<file path="src/rtl/dga_pkg.sv">
package dga_pkg;
  localparam int SLOTS   = 4;
  localparam int TAG_W   = 4;
  localparam int MS_W    = 6;
  localparam int UOP_W   = 3;
  localparam int ALLOW_W = 2;
  localparam int POP_W   = $clog2(SLOTS + 1);

  typedef struct packed {
    logic [TAG_W-1:0]   tag;
    logic [MS_W-1:0]    ms_uops;
    logic [UOP_W-1:0]   dec_uops;
    logic               cplx_only;
    logic               fusible;
    logic [ALLOW_W-1:0] allow;
  } desc_t;

  localparam int DESC_W = $bits(desc_t);

  typedef enum logic [1:0] {ST_DEC, ST_ENTER, ST_SEQ, ST_LEAVE} ms_state_e;
endpackage

</file>
<file path="src/rtl/dga_group_sel.sv">
module dga_group_sel
  import dga_pkg::*;
#(
  parameter int UOP_CAP      = 5,
  parameter bit NO_FUSE_LAST = 1'b1,
  parameter int FREE_W       = 7,
  parameter int CNT_W        = 3
) (
  input  logic [SLOTS-1:0]        vld_i,
  input  logic [SLOTS*DESC_W-1:0] desc_i,
  input  logic [FREE_W-1:0]       free_i,
  output logic [POP_W-1:0]        take_o,
  output logic [CNT_W-1:0]        uops_o,
  output logic                    ms_start_o
);
  desc_t d [SLOTS];
  for (genvar i = 0; i < SLOTS; i++) begin : g_unpack
    assign d[i] = desc_t'(desc_i[i*DESC_W +: DESC_W]);
  end

  always_comb begin
    int   take;
    int   tot;
    logic open;
    take = 0;
    tot  = 0;
    open = 1'b0;
    if (vld_i[0]) begin
      take = 1;
      tot  = int'(d[0].dec_uops);
      open = (d[0].ms_uops == '0);   // microcoded head decodes alone
    end
    for (int k = 1; k < SLOTS; k++) begin
      if (open && vld_i[k] && (k <= int'(d[0].allow)) &&
          (d[k].dec_uops == UOP_W'(1)) && !d[k].cplx_only &&
          (d[k].ms_uops == '0) && (tot + 1 <= UOP_CAP) &&
          !(NO_FUSE_LAST && d[k].fusible && (k == SLOTS-1))) begin
        take = take + 1;
        tot  = tot + 1;
      end else begin
        open = 1'b0;
      end
    end
    if (tot > int'(free_i)) begin
      take = 0;
      tot  = 0;
    end
    take_o     = POP_W'(take);
    uops_o     = CNT_W'(tot);
    ms_start_o = vld_i[0] && (d[0].ms_uops != '0) && (take != 0);
  end
endmodule

</file>
<file path="src/rtl/dga_ms_ctrl.sv">
module dga_ms_ctrl
  import dga_pkg::*;
#(
  parameter int MS_RATE     = 4,
  parameter int ENTRY_STALL = 1,
  parameter int EXIT_STALL  = 1,
  parameter int FREE_W      = 7,
  parameter int CNT_W       = 3
) (
  input  logic              clk_i,
  input  logic              rst_ni,
  input  logic              start_i,
  input  logic [MS_W-1:0]   ms_uops_i,
  input  logic [TAG_W-1:0]  tag_i,
  input  logic [FREE_W-1:0] free_i,
  output logic              dec_en_o,
  output logic [CNT_W-1:0]  emit_n_o,
  output logic [TAG_W-1:0]  tag_o
);
  localparam int STALL_MAX = (ENTRY_STALL > EXIT_STALL) ? ENTRY_STALL : EXIT_STALL;
  localparam int STL_W     = $clog2(STALL_MAX + 1);

  ms_state_e        state_q;
  logic [MS_W-1:0]  rem_q;
  logic [TAG_W-1:0] tag_q;
  logic [STL_W-1:0] cnt_q;
  logic [MS_W-1:0]  chunk;
  logic             fire;

  assign chunk    = (rem_q < MS_W'(MS_RATE)) ? rem_q : MS_W'(MS_RATE);
  assign fire     = (state_q == ST_SEQ) && (int'(chunk) <= int'(free_i));
  assign emit_n_o = fire ? CNT_W'(chunk) : '0;
  assign dec_en_o = (state_q == ST_DEC);
  assign tag_o    = tag_q;

  always_ff @(posedge clk_i or negedge rst_ni) begin
    if (!rst_ni) begin
      state_q <= ST_DEC;
      rem_q   <= '0;
      tag_q   <= '0;
      cnt_q   <= '0;
    end else begin
      unique case (state_q)
        ST_DEC: if (start_i) begin
          rem_q   <= ms_uops_i;
          tag_q   <= tag_i;
          cnt_q   <= '0;
          state_q <= ST_ENTER;
        end
        ST_ENTER: if (cnt_q == STL_W'(ENTRY_STALL-1)) begin
          cnt_q   <= '0;
          state_q <= ST_SEQ;
        end else cnt_q <= cnt_q + 1'b1;
        ST_SEQ: if (fire) begin
          rem_q <= rem_q - chunk;
          if (rem_q == chunk) begin
            cnt_q   <= '0;
            state_q <= ST_LEAVE;
          end
        end
        ST_LEAVE: if (cnt_q == STL_W'(EXIT_STALL-1)) begin
          cnt_q   <= '0;
          state_q <= ST_DEC;
        end else cnt_q <= cnt_q + 1'b1;
        default: state_q <= ST_DEC;
      endcase
    end
  end

  assert_entry_quiet_R9: assert property (@(posedge clk_i) disable iff (!rst_ni)
    (dec_en_o && start_i) |=> (emit_n_o == '0 && !dec_en_o));
  assert_exit_stall_R9: assert property (@(posedge clk_i) disable iff (!rst_ni)
    (emit_n_o != '0) |=> !dec_en_o);
  assert_ms_hold_R10: assert property (@(posedge clk_i) disable iff (!rst_ni)
    (state_q == ST_SEQ && !fire) |=> $stable(rem_q));
endmodule

</file>
<file path="src/rtl/dga_lane_fill.sv">
module dga_lane_fill
  import dga_pkg::*;
#(
  parameter int UOP_CAP = 5,
  parameter int CNT_W   = 3
) (
  input  logic                   ms_mode_i,
  input  logic [CNT_W-1:0]       ms_n_i,
  input  logic [TAG_W-1:0]       ms_tag_i,
  input  logic [POP_W-1:0]       take_i,
  input  logic [UOP_W-1:0]       head_uops_i,
  input  logic [SLOTS*TAG_W-1:0] tags_i,
  output logic [UOP_CAP-1:0]     vld_o,
  output logic [UOP_CAP*TAG_W-1:0] tag_o
);
  for (genvar l = 0; l < UOP_CAP; l++) begin : g_lane
    always_comb begin
      vld_o[l] = 1'b0;
      tag_o[l*TAG_W +: TAG_W] = '0;
      if (ms_mode_i) begin
        if (l < int'(ms_n_i)) begin
          vld_o[l] = 1'b1;
          tag_o[l*TAG_W +: TAG_W] = ms_tag_i;
        end
      end else if (take_i != '0) begin
        if (l < int'(head_uops_i)) begin
          vld_o[l] = 1'b1;
          tag_o[l*TAG_W +: TAG_W] = tags_i[TAG_W-1:0];
        end
        for (int k = 1; k < SLOTS; k++) begin
          if ((k < int'(take_i)) && (l == int'(head_uops_i) + k - 1)) begin
            vld_o[l] = 1'b1;
            tag_o[l*TAG_W +: TAG_W] = tags_i[k*TAG_W +: TAG_W];
          end
        end
      end
    end
  end
endmodule

</file>
<file path="src/rtl/dec_group_alloc.sv">
module dec_group_alloc
  import dga_pkg::*;
#(
  parameter int UOP_CAP      = 5,
  parameter bit NO_FUSE_LAST = 1'b1,
  parameter int MS_RATE      = 4,
  parameter int ENTRY_STALL  = 1,
  parameter int EXIT_STALL   = 1,
  parameter int IDQ_DEPTH    = 64,
  localparam int FREE_W      = $clog2(IDQ_DEPTH + 1),
  localparam int CNT_W       = $clog2(UOP_CAP + 1)
) (
  input  logic                     clk_i,
  input  logic                     rst_ni,
  input  logic [SLOTS-1:0]         iq_vld_i,
  input  logic [SLOTS*DESC_W-1:0]  iq_desc_i,
  input  logic [FREE_W-1:0]        idq_free_i,
  output logic [POP_W-1:0]         iq_pop_o,
  output logic [CNT_W-1:0]         idq_push_cnt_o,
  output logic [UOP_CAP-1:0]       tok_vld_o,
  output logic [UOP_CAP*TAG_W-1:0] tok_tag_o,
  output logic                     tok_from_ms_o
);
  desc_t                  d [SLOTS];
  logic [SLOTS*TAG_W-1:0] tags;
  logic                   dec_en;
  logic [POP_W-1:0]       take;
  logic [CNT_W-1:0]       grp_uops;
  logic                   ms_start;
  logic [CNT_W-1:0]       ms_n;
  logic [TAG_W-1:0]       ms_tag;

  for (genvar i = 0; i < SLOTS; i++) begin : g_unpack
    assign d[i] = desc_t'(iq_desc_i[i*DESC_W +: DESC_W]);
    assign tags[i*TAG_W +: TAG_W] = d[i].tag;
  end

  dga_group_sel #(
    .UOP_CAP(UOP_CAP), .NO_FUSE_LAST(NO_FUSE_LAST), .FREE_W(FREE_W), .CNT_W(CNT_W)
  ) u_sel (
    .vld_i(iq_vld_i & {SLOTS{dec_en}}), .desc_i(iq_desc_i), .free_i(idq_free_i),
    .take_o(take), .uops_o(grp_uops), .ms_start_o(ms_start)
  );

  dga_ms_ctrl #(
    .MS_RATE(MS_RATE), .ENTRY_STALL(ENTRY_STALL), .EXIT_STALL(EXIT_STALL),
    .FREE_W(FREE_W), .CNT_W(CNT_W)
  ) u_ms (
    .clk_i(clk_i), .rst_ni(rst_ni), .start_i(ms_start), .ms_uops_i(d[0].ms_uops),
    .tag_i(d[0].tag), .free_i(idq_free_i), .dec_en_o(dec_en), .emit_n_o(ms_n),
    .tag_o(ms_tag)
  );

  assign tok_from_ms_o  = (ms_n != '0);
  assign iq_pop_o       = dec_en ? take : '0;
  assign idq_push_cnt_o = dec_en ? grp_uops : ms_n;

  dga_lane_fill #(.UOP_CAP(UOP_CAP), .CNT_W(CNT_W)) u_fill (
    .ms_mode_i(!dec_en), .ms_n_i(ms_n), .ms_tag_i(ms_tag), .take_i(iq_pop_o),
    .head_uops_i(d[0].dec_uops), .tags_i(tags), .vld_o(tok_vld_o), .tag_o(tok_tag_o)
  );

  assert_simple_only_R2: assert property (@(posedge clk_i) disable iff (!rst_ni)
    (iq_pop_o >= POP_W'(2)) |-> (d[1].dec_uops == UOP_W'(1) && !d[1].cplx_only && d[1].ms_uops == '0));
  assert_allow_R3: assert property (@(posedge clk_i) disable iff (!rst_ni)
    (iq_pop_o != '0) |-> (int'(iq_pop_o) - 1 <= int'(d[0].allow)));
  assert_cap_R4: assert property (@(posedge clk_i) disable iff (!rst_ni)
    int'(idq_push_cnt_o) <= UOP_CAP);
  assert_fuse_last_R5: assert property (@(posedge clk_i) disable iff (!rst_ni)
    (NO_FUSE_LAST && iq_pop_o == POP_W'(SLOTS)) |-> !d[SLOTS-1].fusible);
  assert_fits_free_R7: assert property (@(posedge clk_i) disable iff (!rst_ni)
    int'(idq_push_cnt_o) <= int'(idq_free_i));
  assert_no_pop_ms_R9: assert property (@(posedge clk_i) disable iff (!rst_ni)
    tok_from_ms_o |-> (iq_pop_o == '0));
  assert_lanes_R11: assert property (@(posedge clk_i) disable iff (!rst_ni)
    (((tok_vld_o + 1'b1) & tok_vld_o) == '0) && ($countones(tok_vld_o) == int'(idq_push_cnt_o)));
endmodule

</file>
<file path="config.mk">
export PLATFORM = sky130hd
export DESIGN_NAME = dec_group_alloc
export DESIGN_NICKNAME = d
export VERILOG_FILES = /design/src/rtl/dga_pkg.sv /design/src/rtl/dga_group_sel.sv /design/src/rtl/dga_ms_ctrl.sv /design/src/rtl/dga_lane_fill.sv /design/src/rtl/dec_group_alloc.sv
export SDC_FILE = /design/constraint.sdc
export NUM_CORES = 1
export LEC_CHECK = 0
export ABC_AREA = 1
export BUFFER_PORTS_ARGS = -buffer_cell sky130_fd_sc_hd__clkbuf_2
export CAP_MARGIN = 20
export CELL_PAD_IN_SITES_DETAIL_PLACEMENT = 1
export CELL_PAD_IN_SITES_GLOBAL_PLACEMENT = 1
export CORE_MARGIN = 2
export CORE_UTILIZATION = 30
export CTS_BUF_LIST = sky130_fd_sc_hd__clkbuf_4 sky130_fd_sc_hd__clkbuf_8 sky130_fd_sc_hd__clkbuf_16
export CTS_CLUSTER_SIZE = 8
export DETAILED_ROUTE_END_ITERATION = 8
export GPL_TIMING_DRIVEN = 0
export PLACE_DENSITY_LB_ADDON = 0.08
export SYNTH_ARGS = -nofsm -noshare
export SYNTH_HDL_FRONTEND = slang
export SYNTH_SLANG_ARGS = --single-unit
</file>
<file path="constraint.sdc">
create_clock -name clk_i -period 7.76 [get_ports clk_i]
set_clock_uncertainty 0.15 [all_clocks]
set_input_delay 0.776 -clock clk_i [delete_from_list [all_inputs] [get_ports clk_i]]
set_output_delay 0.776 -clock clk_i [all_outputs]
set_load 0.02 [all_outputs]
</file>
==> results of run 1 <==
-- report_power, final --
| part | leakage (nW) | total, mW | switching [mW] | internal, mW |
|---|---|---|---|---|
| Sequential | 0.150 | 0.129 | 0.0347 | 0.0944 |
| Combinational | 2.57 | 0.604 | 0.405 | 0.199 |
| Clock | 0.0442 | 0.109 | 0.0311 | 0.0782 |
-- worst max-delay path: cells and delay by family --
family,cells,cell delay (ns)
compound gates,4,0.37
xor+xnor,1,0.15
fa+ha+maj,4,0.93
buf+inv,11,1.19
simple gates,27,2.80
-- metal layers --
layer / vias up / GRT usage / part of all wire
met2: 106 / 0.3588 / 0.47
met4: 0 / 0.03646 / 0.0094
met3: 13 / 0.02124 / 0.047
li1: 2489 / - / -
met5: - / 0 / 0
met1: 2169 / 0.2853 / 0.47
-- per-stage QoR --
step | hold slack [ns] | instances | setup TNS (ns) | utilization | area (sq um)
after detailed placement | 0.3184 | 979 | -0.3514 | 0.3692 | 4697
after CTS | 0.2812 | 983 | 0 | 0.3768 | 4793
after floorplan | 0.2919 | 705 | 0 | - | 3971
final | 0.2648 | 991 | 0 | 0.3876 | 4931
after global placement | 0.3090 | 979 | -0.04703 | 0.3692 | 4697
after global routing | 0.2874 | 991 | -0.02356 | 0.3876 | 4931
-- state kept, by name, indices dropped and copies added (netlist names) --
name,flops
u_ms.rem_q,6
u_ms.tag_o,4
u_ms.state_q,2
-- cells by family after synthesis --
logic type / after synthesis / synth area share
AND/OR/NAND/NOR: 442 / 0.5483
buffers and inverters: 124 / 0.1292
AO/OA/AOI/OAI: 73 / 0.1016
adder cells (fa/ha/maj): 41 / 0.1298
flip-flops: 12 / 0.07597
XOR/XNOR: 6 / 0.01330
other: 2 / 0.001900
-- area by class of cell --
class	count	area [sq um]	share of cell area
plain buffers	8	72.57	0.01472
multi-input cells	569	3242	0.6574
well taps	172	215.2	0.04364
clock buffers	4	88.84	0.01802
repair buffers	110	570.5	0.1157
inverters	116	441.7	0.08957
flip-flops and latches	12	300.3	0.06090
-- worst paths after layout --
kind | end | slack, ns | cells after the start
worst max-delay path | tok_tag_o[6] | 0.57 | 47
worst min-delay path | u_ms.rem_q[5] | 0.26 | 1
worst max register to register | u_ms.rem_q[5] | 1.80 | 46
worst min register to register | u_ms.rem_q[1] | 0.33 | 2
max in group asynchronous | u_ms.state_q[0] | 6.95 | 1
min in group clk_i | u_ms.rem_q[1] | 0.33 | 2
-- placed cells by master, fill, tap and decap left out, types with 7 or more instances in the layout --
cell | netlist | routed
nand2_1 | 194 | 193
nand3_1 | 66 | 64
a21oi_1 | 26 | 26
nor4_1 | 9 | 9
buf_4 | 3 | 11
nand3_4 | 6 | 7
nand4_1 | 15 | 15
nor3_1 | 19 | 18
nand2_2 | 14 | 14
ha_1 | 41 | 40
dfrtp_1 | 12 | 12
o21ai_0 | 31 | 31
inv_1 | 110 | 109
clkbuf_2 | 0 | 101
conb_1 | 2 | 7
nand2_4 | 7 | 8
nand3_2 | 7 | 8
nor2_1 | 82 | 77
-- what timing repair did --
| item | in CTS | in global routing |
|---|---|---|
| pin swaps | 0 | 5 |
| gates cloned | 0 | 0 |
| setup buffers | 0 | 8 |
| gates resized for setup | 2 | 18 |
| endpoints found under the setup margin | 7 | 25 |
| hold buffers | 0 | 0 |
==> metrics.md, run 1 <==
| Metric | Value |
|---|---|
| Tot GR Track Use | 0.2091 |
| Hpwl dp | 12650 um |
| Share of cells above drive strength 1 | 0.2369 |
| Number of synthesized flops with an enable pin | 0 |
| CTS tree | yes |
| Hold Path Class | primary input to asynchronous set/reset pin |
| CTS Buffer Depth | 2 |
| Cts bufs inserted | 3 |
| Worst-path fanout max | 11 |
| Mapped cell area | 0.003953 sq mm |
| Initial Util | 0.3107 |
| Synth top cells by count | nand2_1, inv_1, nor2_1 |
| Root buf cell | clkbuf_16 |
| Post-synth top area share | 0.1842 |
| Die width | 118.8 um |
| Status | finished, final reports clean |
| Row cnt | 41 |
| Core ar. | 0.01272 sq mm |
| Final setup vio count | 0 |
| Slew Limit Fails | 0 |
| WL/cell | 15.02 um |
| Area contributors post-synth | nand2_1, ha_1, inv_1, nand3_1, nor2_1 |
| Worst slew margin | 0.5179 |
| WL final | 14890 um |
| Register area share after synthesis | 0.07597 |
| Post-route setup slack | 0.5698 ns |
| Worst setup SP type | primary input |
| DRT iter0 DRCs | 204 |
| Max-cap violations | 0 |
| Final Hold Viols | 0 |
| Clock sink count | 12 |
| Crit Path Class | primary input to primary output |
| Worst r2r src | u_ms.state_q[0] |
| Area grow syn2layout | 24.75% |
| Die Y | 118.8 um |
| Worst-Skew Late Latency | 0.25 ns |
| Yosys top cell by area | nand2_1 |
| Slowest cell on the critical path | ha_1 |
| DR vias/cell | 4.820 |
| DIE AREA | 0.01411 sq mm |
| Peak supply drop | 0.08104 mV |
| Register bit total from synthesis | 12 |
| Asr flop ratio synth | 1.000 |
| PortBufs | 102 |
| Total Power | 0.8420 mW |
| Final ANT Viol Nets | 0 |
| N_diodes | 0 |
| Crit. End Element | primary output |
| Drt drc | 0 |
| CP startpoint | iq_desc_i[4] |
| Number of global-route vias before repair | 4915 |
| DR vias | 4777 |
| Fin crit period | 7.190 ns |
| Pwr/cell area | 170.8 mW/mm^2 |
| Clock transition at path regs | 0.05 ns |
| Least-Margin Pin Slew | 0.7177 ns |
| Grt total ovfl | 0 |
| NumNets Final | 942 |
| First-pass GRT wire length | 24400 um |
| Max incr delay on CP | 0.30 ns |
| Routability cong. | 0.9410 |
| Average size of a mapped cell | 5.646 sq um |
| Mapped Cells | 700 |
| Post-synth cell types | 42 |
| Fill count | 1823 |
| Crit path top cell by count | nand2_1 |
| Ys flop type | dfrtp_1 |
| Max Freq | 0.1391 GHz |
| Initial DRT Pass Iterations | 4 |
| CP Data Arrival Time | 6.26 ns |
| Largest net degree at the start of global routing | 13 |
| Leakage | 2.760 nW |
| Synth warn | 0 |
| Antenna violations before repair | 0 |
| CP required | 6.83 ns |
| CTS H-tree lvls | 1 |
| Most frequent cell after synthesis | nand2_1 |
| Pre-CTS setup slack | -0.1357 ns |
| IO Pins | 113 |
| Final Cycle Share | 0.9266 |
Power figures use the tool's default switching activity.
==> run 2, diff against run 1 <==
Settings changed: BUFFER_PORTS_ARGS -buffer_cell sky130_fd_sc_hd__clkbuf_2 to -buffer_cell sky130_fd_sc_hd__buf_4.
==> run 2 against run 1 <==
Die area did not move; non-clock buffer count rose by 3; design area rose by 6.0%; sequential cell count did not move; core utilization rose by 2.3 points; critical endpoint unchanged; largest cell class unchanged; largest power group unchanged.
==> metrics.md, run 2 (synthesized netlist as in run 1, its figures left out) <==
| Metric | Value |
|---|---|
| Max reg flops | 6 |
| Power share of the sequential group | 0.142 |
| Final ANT Viol Nets | 0 |
| Status | finished, final reports clean |
| IO Pins | 113 |
| CP required | 6.83 ns |
| Most frequent cells in the layout | nand2_1, buf_4, inv_1 |
| Peak supply drop | 0.08964 mV |
| Worst-path fanout max | 10 |
| Die Y | 118.8 um |
| Crit Reg-Reg Endpoint | u_ms.rem_q[2] |
| Worst r2r path cells | 46 |
| Commonest non-fill, non-tap cell in the layout | nand2_1 |
| Final setup vio count | 0 |
| Worst r2r src | u_ms.state_q[0] |
| Sw Ratio | 0.5345 |
| CTS Buffer Depth | 2 |
| Area used by multi-input combinational logic | 0.003247 sq mm |
| CTS H-tree lvls | 1 |
| Pre-CTS setup slack | -0.1055 ns |
| N_diodes | 0 |
| CP Data Arrival Time | 6.32 ns |
| Worst slew margin | 0.4703 |
| Crit path top cell by count | nand2_1 |
| Core ar. | 0.01272 sq mm |
| DR vias | 4902 |
| Hold Path Class | primary input to asynchronous set/reset pin |
| Final Hold Viols | 0 |
| Dpl cells | 979 |
| Leakage | 2.859 nW |
| Int Power | 0.4187 mW |
| Clock sink count | 12 |
| Final Cycle Share | 0.9340 |
| Power share of the clock group | 0.121 |
| Worst setup SP type | primary input |
| Slew Limit Fails | 0 |
| Antenna violations before repair | 0 |
| Least-Margin Pin Slew | 0.7884 ns |
| Crit. End Element | primary output |
| DRT iter0 DRCs | 211 |
| Area grow syn2layout | 32.23% |
| Die width | 118.8 um |
| Pwr/cell area | 172.1 mW/mm^2 |
| Number of global-route vias before repair | 4956 |
| Max incr delay on CP | 0.28 ns |
| Row cnt | 41 |
| Worst-Skew Late Latency | 0.24 ns |
| Slowest cell on the critical path | ha_1 |
| First-pass GRT wire length | 25170 um |
| Fill count | 1800 |
| Tot GR Track Use | 0.2166 |
| Root buf cell | clkbuf_16 |
| Clock transition at path regs | 0.05 ns |
| Final Util | 0.4108 |
| Final instance area | 0.005226 sq mm |
| Fin crit period | 7.248 ns |
| CP startpoint | iq_desc_i[5] |
| Drt drc | 0 |
| Share of cells above drive strength 1 | 0.2409 |
| Placed Area | 0.004952 sq mm |
| WL final | 15530 um |
| Sw power | 0.4809 mW |
| Worst setup path endpoint | tok_tag_o[6] |
| Finished Layout Cells | 994 |
| R2R Setup Slk | 1.78 ns |
| Comb power frac | 0.738 |
| FF/Latch Area | 300.3 sq um |
| Hpwl dp | 13270 um |
| DIE AREA | 0.01411 sq mm |
| Max Freq | 0.1380 GHz |
| WL/cell | 15.62 um |
| Largest register by flop count | u_ms.rem_q |
| Largest net degree at the start of global routing | 13 |
| Total Power | 0.8997 mW |
| Grt total ovfl | 0 |
| NumNets Final | 945 |
| Post-route setup slack | 0.5122 ns |
| Crit Path Class | primary input to primary output |
| DR vias/cell | 4.932 |
| Max-cap violations | 0 |
| CTS tree | yes |
| Initial DRT Pass Iterations | 4 |
| Routability cong. | 0.9295 |
| Cts bufs inserted | 3 |
| PortBufs | 102 |
| Initial Util | 0.3107 |
-- run 2: what timing repair did --
| action | 4_1_cts | 5_1_grt |
|---|---|---|
| resized for setup | 2 | 20 |
| hold buffers | 0 | 0 |
| setup buffers | 0 | 11 |
| setup endpoints to repair | 9 | 25 |
| pin swaps | 0 | 4 |
-- run 2: how the worst min path moves through the flow --
stage	start	to	depth (start not counted)	slack [ns]
floorplan	u_ms.rem_q[1]	u_ms.rem_q[1]	2	0.29
global route	rst_ni	u_ms.rem_q[4]	1	0.23
finish	rst_ni	u_ms.rem_q[4]	1	0.22
CTS	rst_ni	u_ms.rem_q[1]	1	0.23
global placement	u_ms.rem_q[1]	u_ms.rem_q[1]	2	0.31
detailed placement	u_ms.rem_q[1]	u_ms.rem_q[1]	2	0.32
-- run 2: metrics by stage --
| step | TNS (ns) | hold slack [ns] |
|---|---|---|
| final | 0 | 0.2201 |
| after CTS | 0 | 0.2252 |
| after global routing | -0.04752 | 0.2304 |
| after detailed placement | -0.2826 | 0.3244 |
| after global placement | 0 | 0.3090 |
| after floorplan | 0 | 0.2919 |
-- run 2: routing by layer --
metal	share of wire	GRT usage	vias up
li1	-	-	2495
met1	0.47	0.2956	2297
met2	0.47	0.3807	106
met3	0.051	0.02413	4
met4	0.0023	0.01563	0
met5	0	0	-
-- run 2: power groups by stage --
stage | clock (mW) | sequential [mW] | combinational [mW]
global route | 0.113 | 0.132 | 0.748
floorplan | 0 | 0.117 | 0.416
detailed placement | 0 | 0.128 | 0.628
finish | 0.109 | 0.127 | 0.664
global placement | 0 | 0.128 | 0.604
CTS | 0.109 | 0.128 | 0.634
-- run 2: cell type report --
cell class	count	share of cell area
Timing Repair Buffer	113	0.1647
Inverter	116	0.08451
Clock buffer	4	0.01700
Sequential cell	12	0.05746
Buffer	8	0.01389
Multi-Input combinational cell	569	0.6213
Tap cell	172	0.04118
-- run 2: critical path, delay by kind of cell --
family	cells	cell delay, ns
simple gates	31	2.92
fa+ha+maj	4	0.88
buf+inv	9	1.12
compound gates	3	0.35
xor+xnor	1	0.23
